**src/rtl/pwm_pkg.sv**
```systemverilog
`timescale 1ns/1ps
package pwm_pkg;
    typedef enum logic [1:0] {
        ADDR_CTRL   = 2'd0,
        ADDR_PERIOD = 2'd1,
        ADDR_WIDTH  = 2'd2,
        ADDR_COUNT  = 2'd3
    } reg_addr_e;

    localparam int CTL_EN_BIT  = 0;
    localparam int CTL_INV_BIT = 1;
    localparam int CTL_SEL_LSB = 2;
endpackage

```
**src/rtl/pwm_regs.sv**
```systemverilog
`timescale 1ns/1ps
module pwm_regs
    import pwm_pkg::*;
#(
    parameter int CNT_W = 16,
    parameter int SEL_W = 3
) (
    input  logic             clk,
    input  logic             rst_n,
    input  logic             wr_en_i,
    input  logic [1:0]       addr_i,
    input  logic [CNT_W-1:0] wdata_i,
    output logic [CNT_W-1:0] rdata_o,
    input  logic [CNT_W-1:0] cnt_i,
    input  logic             period_done_i,
    output logic             enable_o,
    output logic             invert_o,
    output logic [SEL_W-1:0] clk_sel_o,
    output logic [CNT_W-1:0] per_nxt_o,
    output logic [CNT_W-1:0] wid_nxt_o,
    output logic             irq_o
);
    localparam int IRQ_BIT  = CTL_SEL_LSB + SEL_W;
    localparam int FLAG_BIT = CNT_W - 1;

    typedef struct packed {
        logic             enable;
        logic             invert;
        logic [SEL_W-1:0] sel;
        logic             irq_en;
        logic             flag;
        logic [CNT_W-1:0] per;
        logic [CNT_W-1:0] wid;
    } regs_t;

    regs_t r_d, r_q;

    logic unused_wbits;
    assign unused_wbits = ^wdata_i[FLAG_BIT-1:IRQ_BIT+1];

    always_comb begin
        r_d = r_q;
        if (wr_en_i) begin
            case (reg_addr_e'(addr_i))
                ADDR_CTRL: begin
                    r_d.enable = wdata_i[CTL_EN_BIT];
                    r_d.invert = wdata_i[CTL_INV_BIT];
                    r_d.sel    = wdata_i[CTL_SEL_LSB +: SEL_W];
                    r_d.irq_en = wdata_i[IRQ_BIT];
                    if (wdata_i[FLAG_BIT]) r_d.flag = 1'b0;
                end
                ADDR_PERIOD: r_d.per = wdata_i;
                ADDR_WIDTH:  r_d.wid = wdata_i;
                default: ;
            endcase
        end
        if (period_done_i) r_d.flag = 1'b1;
    end

    always_ff @(posedge clk) begin
        if (!rst_n) r_q <= '0;
        else        r_q <= r_d;
    end

    always_comb begin
        rdata_o = '0;
        case (reg_addr_e'(addr_i))
            ADDR_CTRL: begin
                rdata_o[CTL_EN_BIT]              = r_q.enable;
                rdata_o[CTL_INV_BIT]             = r_q.invert;
                rdata_o[CTL_SEL_LSB +: SEL_W]    = r_q.sel;
                rdata_o[IRQ_BIT]                 = r_q.irq_en;
                rdata_o[FLAG_BIT]                = r_q.flag;
            end
            ADDR_PERIOD: rdata_o = r_q.per;
            ADDR_WIDTH:  rdata_o = r_q.wid;
            default:     rdata_o = cnt_i;
        endcase
    end

    assign enable_o  = r_q.enable;
    assign invert_o  = r_q.invert;
    assign clk_sel_o = r_q.sel;
    assign per_nxt_o = r_q.per;
    assign wid_nxt_o = r_q.wid;
    assign irq_o     = r_q.flag & r_q.irq_en;

    // A boundary seen by the engine must leave the flag set on the next cycle.
    assert_flag_set_R9: assert property (@(posedge clk) disable iff (!rst_n)
        period_done_i |=> r_q.flag);

    // A clear with no boundary in the same cycle leaves the flag low.
    assert_flag_clear_R9: assert property (@(posedge clk) disable iff (!rst_n)
        (wr_en_i && addr_i == 2'd0 && wdata_i[FLAG_BIT] && !period_done_i) |=> !r_q.flag);
endmodule

```
**src/rtl/pwm_clksel.sv**
```systemverilog
`timescale 1ns/1ps
module pwm_clksel #(
    parameter int SEL_W = 3
) (
    input  logic             clk,
    input  logic             rst_n,
    input  logic             enable_i,
    input  logic [SEL_W-1:0] sel_i,
    input  logic             pclk_en_i,
    output logic             tick_o
);
    localparam int DIV_W = (1 << SEL_W) - 2;

    typedef struct packed {
        logic             half;
        logic [DIV_W-1:0] div;
    } sel_t;

    sel_t s_d, s_q;
    logic [DIV_W:0]   mask_wide;
    logic [DIV_W-1:0] mask;

    always_comb begin
        mask_wide = ((DIV_W+1)'(1) << (sel_i - SEL_W'(1))) - (DIV_W+1)'(1);
        mask      = mask_wide[DIV_W-1:0];
        if (sel_i == '0) tick_o = s_q.half;
        else             tick_o = pclk_en_i && ((s_q.div & mask) == mask);

        s_d = s_q;
        if (!enable_i) begin
            s_d = '0;
        end else begin
            s_d.half = ~s_q.half;
            if (pclk_en_i) s_d.div = s_q.div + DIV_W'(1);
        end
    end

    always_ff @(posedge clk) begin
        if (!rst_n) s_q <= '0;
        else        s_q <= s_d;
    end

    // Divide-by-two setting never ticks on two adjacent cycles.
    assert_sel0_rate_R3: assert property (@(posedge clk) disable iff (!rst_n)
        (enable_i && sel_i == '0 && tick_o) |=> (!tick_o || sel_i != '0));

    // Nothing ticks while the block is off.
    assert_idle_tick_R10: assert property (@(posedge clk) disable iff (!rst_n)
        !enable_i |=> (s_q.half == 1'b0 && s_q.div == '0));
endmodule

```
**src/rtl/pwm_engine.sv**
```systemverilog
`timescale 1ns/1ps
module pwm_engine #(
    parameter int CNT_W = 16
) (
    input  logic             clk,
    input  logic             rst_n,
    input  logic             enable_i,
    input  logic             invert_i,
    input  logic             tick_i,
    input  logic [CNT_W-1:0] per_nxt_i,
    input  logic [CNT_W-1:0] wid_nxt_i,
    output logic [CNT_W-1:0] cnt_o,
    output logic             pwm_o,
    output logic             period_done_o
);
    typedef struct packed {
        logic [CNT_W-1:0] cnt;
        logic [CNT_W-1:0] per_cur;
        logic [CNT_W-1:0] wid_cur;
        logic             act;
        logic             out;
    } eng_t;

    eng_t s_d, s_q;
    logic boundary;
    logic nxt_zero;
    logic cur_full;

    always_comb begin
        boundary = (s_q.cnt == '0) || (s_q.cnt >= s_q.per_cur);
        nxt_zero = (wid_nxt_i == '0);
        cur_full = (s_q.wid_cur >= s_q.per_cur);
        period_done_o = 1'b0;
        s_d = s_q;

        if (!enable_i) begin
            s_d.cnt = '0;
            s_d.act = 1'b0;
        end else if (tick_i) begin
            if (boundary) begin
                period_done_o = 1'b1;
                s_d.cnt       = CNT_W'(1);
                s_d.per_cur   = per_nxt_i;
                s_d.wid_cur   = wid_nxt_i;
                s_d.act       = !nxt_zero;
            end else begin
                s_d.cnt = s_q.cnt + CNT_W'(1);
                if (!cur_full && s_q.cnt == s_q.wid_cur) s_d.act = 1'b0;
            end
        end
        s_d.out = s_d.act ^ invert_i;
    end

    always_ff @(posedge clk) begin
        if (!rst_n) s_q <= '0;
        else        s_q <= s_d;
    end

    assign cnt_o = s_q.cnt;
    assign pwm_o = s_q.out;

    assert_cnt_in_period_R4: assert property (@(posedge clk) disable iff (!rst_n)
        (enable_i && s_q.per_cur != '0) |-> (s_q.cnt <= s_q.per_cur));

    assert_stage_hold_R5: assert property (@(posedge clk) disable iff (!rst_n)
        !(enable_i && tick_i && boundary) |=> ($stable(s_q.per_cur) && $stable(s_q.wid_cur)));

    assert_zero_duty_R6: assert property (@(posedge clk) disable iff (!rst_n)
        (enable_i && tick_i && boundary && wid_nxt_i == '0) |=> !s_q.act);

    assert_full_duty_R7: assert property (@(posedge clk) disable iff (!rst_n)
        (enable_i && s_q.cnt != '0 && s_q.wid_cur != '0 && s_q.wid_cur >= s_q.per_cur) |-> s_q.act);

    assert_disabled_idle_R10: assert property (@(posedge clk) disable iff (!rst_n)
        !enable_i |=> (s_q.cnt == '0 && s_q.out == $past(invert_i)));
endmodule

```
**src/rtl/pwm_gen.sv**
```systemverilog
`timescale 1ns/1ps
module pwm_gen #(
    parameter int CNT_W = 16,
    parameter int SEL_W = 3
) (
    input  logic             clk,
    input  logic             rst_n,
    input  logic             pclk_en,
    input  logic             bus_wr,
    input  logic [1:0]       bus_addr,
    input  logic [CNT_W-1:0] bus_wdata,
    output logic [CNT_W-1:0] bus_rdata,
    output logic             pwm_out,
    output logic             irq
);
    logic             enable;
    logic             invert;
    logic [SEL_W-1:0] clk_sel;
    logic [CNT_W-1:0] per_nxt;
    logic [CNT_W-1:0] wid_nxt;
    logic [CNT_W-1:0] cnt;
    logic             tick;
    logic             period_done;

    pwm_regs #(.CNT_W(CNT_W), .SEL_W(SEL_W)) u_regs (
        .clk           (clk),
        .rst_n         (rst_n),
        .wr_en_i       (bus_wr),
        .addr_i        (bus_addr),
        .wdata_i       (bus_wdata),
        .rdata_o       (bus_rdata),
        .cnt_i         (cnt),
        .period_done_i (period_done),
        .enable_o      (enable),
        .invert_o      (invert),
        .clk_sel_o     (clk_sel),
        .per_nxt_o     (per_nxt),
        .wid_nxt_o     (wid_nxt),
        .irq_o         (irq)
    );

    pwm_clksel #(.SEL_W(SEL_W)) u_clksel (
        .clk       (clk),
        .rst_n     (rst_n),
        .enable_i  (enable),
        .sel_i     (clk_sel),
        .pclk_en_i (pclk_en),
        .tick_o    (tick)
    );

    pwm_engine #(.CNT_W(CNT_W)) u_engine (
        .clk           (clk),
        .rst_n         (rst_n),
        .enable_i      (enable),
        .invert_i      (invert),
        .tick_i        (tick),
        .per_nxt_i     (per_nxt),
        .wid_nxt_i     (wid_nxt),
        .cnt_o         (cnt),
        .pwm_o         (pwm_out),
        .period_done_o (period_done)
    );
endmodule

```
**config.mk**
```make
export PLATFORM = sky130hd
export DESIGN_NAME = pwm_gen
export DESIGN_NICKNAME = d
export VERILOG_FILES = /design/src/rtl/pwm_pkg.sv /design/src/rtl/pwm_regs.sv /design/src/rtl/pwm_clksel.sv /design/src/rtl/pwm_engine.sv /design/src/rtl/pwm_gen.sv
export SDC_FILE = /design/constraint.sdc
export NUM_CORES = 1
export LEC_CHECK = 0
export ABC_AREA = 1
export BUFFER_PORTS_ARGS = -buffer_cell sky130_fd_sc_hd__buf_2
export CAP_MARGIN = 10
export CORE_UTILIZATION = 43
export CTS_CLUSTER_DIAMETER = 120
export DETAILED_ROUTE_END_ITERATION = 6
export PLACE_DENSITY = 0.63
export SYNTH_ARGS = -nofsm -noshare
export SYNTH_HDL_FRONTEND = slang
export SYNTH_SLANG_ARGS = --single-unit
```
**constraint.sdc**
```tcl
create_clock -name clk -period 2.9 [get_ports clk]
set_clock_uncertainty 0.2 [all_clocks]
set_input_delay 0.145 -clock clk [delete_from_list [all_inputs] [get_ports clk]]
set_output_delay 0.145 -clock clk [all_outputs]
set_load 0.005 [all_outputs]
```
==> flow_summary.ini <==
[outcome]
status = finished clean

[synth]
synth_xor_area_share_pct = 2.93
ys_seq_elements = 96
synth_cell_types = 33
avgSynthCellArea_um2 = 6.98
synthAdderAreaFrac_pct = 8.84
synthFlopType = dfxtp_1
synth_edf_count = 0
synth_top_family_by_area = simple AND/OR/NAND/NOR gates
synthCells = 771
syn_nets = 831
synthMuxAreaShare_pct = 0
syn_area_um2 = 5380
ys_async_sr_fraction_pct = 0
ys_seq_area_share_pct = 35.7
yosys.area_share.simple_pct = 22.2
synth_warnings = 0
synth_compound_area_share_pct = 19.4

[critical_path]
crit_type = flip-flop to flip-flop
worstRegToRegCells = 16
rrSetupSlack_ns = 0.23
r2r-end = u_engine.cnt_o[4]
rr_startpoint = u_regs.clk_sel_o[1]
worstPathArrival_ns = 2.75
critPathLaunchType = flip-flop
required_ns = 2.98
worstPathMaxFanout = 16
worstSetupEndpointType = flip-flop

[drt]
viasPerCell = 5.28
drc = 0
drtPass1Iterations = 5
ant_nets = 0
dr_total_vias = 5279
drtIter0Drc = 322
post_drt_wl_per_cell_um = 15.1
wirelength_um = 15100

[floorplanning]
dieWidth_um = 114
io_pins = 40
die_area_um2 = 13000
core_um2 = 12100
start_util_pct = 44.4
die_h_um = 114
row_count = 40

[clock_tree]
clock-sinks = 96
cts_made_buffers = 9
clk_pin_slew_worst_paths_ns = 0.07
clockBufferDepth = 2
h-tree-depth = 3
cts_tree = done
cts_root_buf = clkbuf_16
clk_latency_ns = 0.35

[power]
p_leak_nw = 2.58
p_sw_w = 0.000719
switching_share_pct = 25.2
p_seq_share_pct = 48.2
p_int_w = 0.00214
pwr-share-comb_pct = 8.6
clkPwrFrac_pct = 43.2
pwr_density_cell_nw_per_um2 = 455
vdd_drop_max_mv = 0.230

[sta]
setup_violations = 0
worst_slew_pin_slew_ns = 0.641
rsz0062_at_grt = no
setup_tns_ns = 0
fmax_mhz = 374
finalCritPeriodShare_pct = 92.2
fin_crit_ns = 2.67
drv_slew = 0
maxSlewHeadroom_pct = 57.1
hold_violations = 0

[global_routing]
grt_pass1_vias = 4750
track_usage_pct = 24.5
grt_start_max_net_pins = 38
grt_pass1_wl_um = 24600
grt.overflow.total = 0
antenna_found_initial = 0

[cells_and_area]
final_nets = 887
fillers = 1219
area_delta_synth_final_pct = 16.7
drive_above_1_share_pct = 9.13
diodes = 0
final_cells = 1000

[placement]
port_buffers = 39
placed_cells = 959
hpwl_um = 11200
gp_congestion = 0.912

[min_path]
hp-class = primary input to flip-flop
whs_endpoint = u_regs.wid_nxt_o[14]
holdCritStartpoint = bus_wr
min_path_cells = 3

[run]
drv_cap = 0
[metal layers]
metal,up-vias,global-route usage (%),part of all wire [%]
met4,0,7.97,1.6
met5,-,0,0
met1,2420,35.8,48
met3,17,3.19,6.1
li1,2673,-,-
met2,169,37.1,44
[area by class of cell]
type                    instances  area (um^2)  area share, %
clock buffers                  10          239           3.81
clock inverters                 6         65.1           1.04
inverters                     106          398           6.34
multi-input cells             535         2870           45.8
flip-flops and latches         96         1920           30.6
well taps                     168          210           3.35
repair buffers                 79          571           9.09
[cell families (layout without fill, tap and decap cells)]
family / after synthesis / after routing
xor+xnor: 18 / 18
fa+ha+maj: 38 / 38
simple gates: 281 / 281
buf+inv: 140 / 201
compound gates: 198 / 198
flops: 96 / 96
[state kept, by name (all words and copies together) (netlist names)]
signal	cells
u_clksel.s_q	7
u_engine.cnt_o	16
u_engine.pwm_o	1
u_engine.s_q	33
u_regs.clk_sel_o	3
u_regs.enable_o	1
u_regs.invert_o	1
u_regs.per_nxt_o	16
u_regs.r_q	2
u_regs.wid_nxt_o	16
[what timing repair did]
action | CTS | global route
endpoints found under the hold margin | 42 | 0
resized for setup | 0 | 0
hold buffers | 25 | 0
buffers inserted | 0 | 0
[power by group through the flow]
stage	combinational [W]	sequential, W	clock [W]
2_1_floorplan	0.000148	0.00139	0
3_3_place_gp	0.000216	0.00140	0
3_5_place_dp	0.000220	0.00140	0
4_1_cts	0.000242	0.00137	0.00125
5_1_grt	0.000274	0.00138	0.00130
6_report	0.000245	0.00138	0.00123
[synth_stat cells (all sizes together) (14+ instances only)]
cell	n	area [um^2]
a21oi	105	526
buf	14	113
clkbuf	20	75.1
dfxtp	96	1920
ha	38	475
inv	105	394
nand2	153	584
nand3	39	200
nor2	54	205
nor3	15	75.1
o21ai	72	360
[critical path, cell delays in order, from the launching register on]
cell and delay [ns]:
dfxtp_1 0.41, nor2_1 0.17, nand2_1 0.12, ha_1 0.31, nor2_1 0.04, nor2_1 0.08
nand2_1 0.06, nor2_1 0.09, nand2_1 0.07, nor2_2 0.11, nand2_2 0.07, nand2_4 0.07
buf_4 0.21, inv_1 0.20, nor2_1 0.19, a21oi_1 0.08, nor3_1 0.13
[worst max path at each step]
| stage | end | cells after the start | from |
|---|---|---|---|
| after floorplan | u_engine.s_q[22] | 17 | u_regs.clk_sel_o[1] |
| after detailed placement | u_engine.cnt_o[4] | 16 | u_regs.clk_sel_o[1] |
| after CTS | u_engine.cnt_o[4] | 16 | u_regs.clk_sel_o[1] |
| after global routing | u_engine.cnt_o[4] | 16 | u_regs.clk_sel_o[1] |
| final | u_engine.cnt_o[4] | 16 | u_regs.clk_sel_o[1] |
| after global placement | u_engine.cnt_o[4] | 16 | u_regs.clk_sel_o[1] |
[per-stage QoR]
stage	hold slack (ns)	util (%)	setup WS (ns)	power, W	area (um^2)
final	0.000274	51.8	0.227	0.00285	6280
after global routing	0.0403	51.8	0.0124	0.00295	6280
after CTS	0.00192	51.8	0.251	0.00286	6280
after detailed placement	0.218	47.3	0.282	0.00162	5720
after global placement	0.207	47.3	0.356	0.00162	5720
after floorplan	0.0344	-	0.609	0.00154	5380
[cell usage in the layout (no fill, tap or decap), types with 2 or more instances in the layout]
cell type,n
clkbuf_16,9
xnor2_1,10
o21ai_0,51
buf_4,14
a21o_1,2
a21oi_1,105
o21ai_1,21
nor3_1,15
nand2_1,151
nand4_1,10
nor3b_1,2
xor2_1,8
nor4_1,6
clkinv_2,2
inv_6,2
o22ai_1,7
dfxtp_1,96
buf_2,39
inv_1,103
dlygate4sd3_1,25
nor2_1,53
o221ai_1,9
ha_1,38
nand3_1,38
inv_2,2
Note: power is estimated with default switching activity, not from simulation.
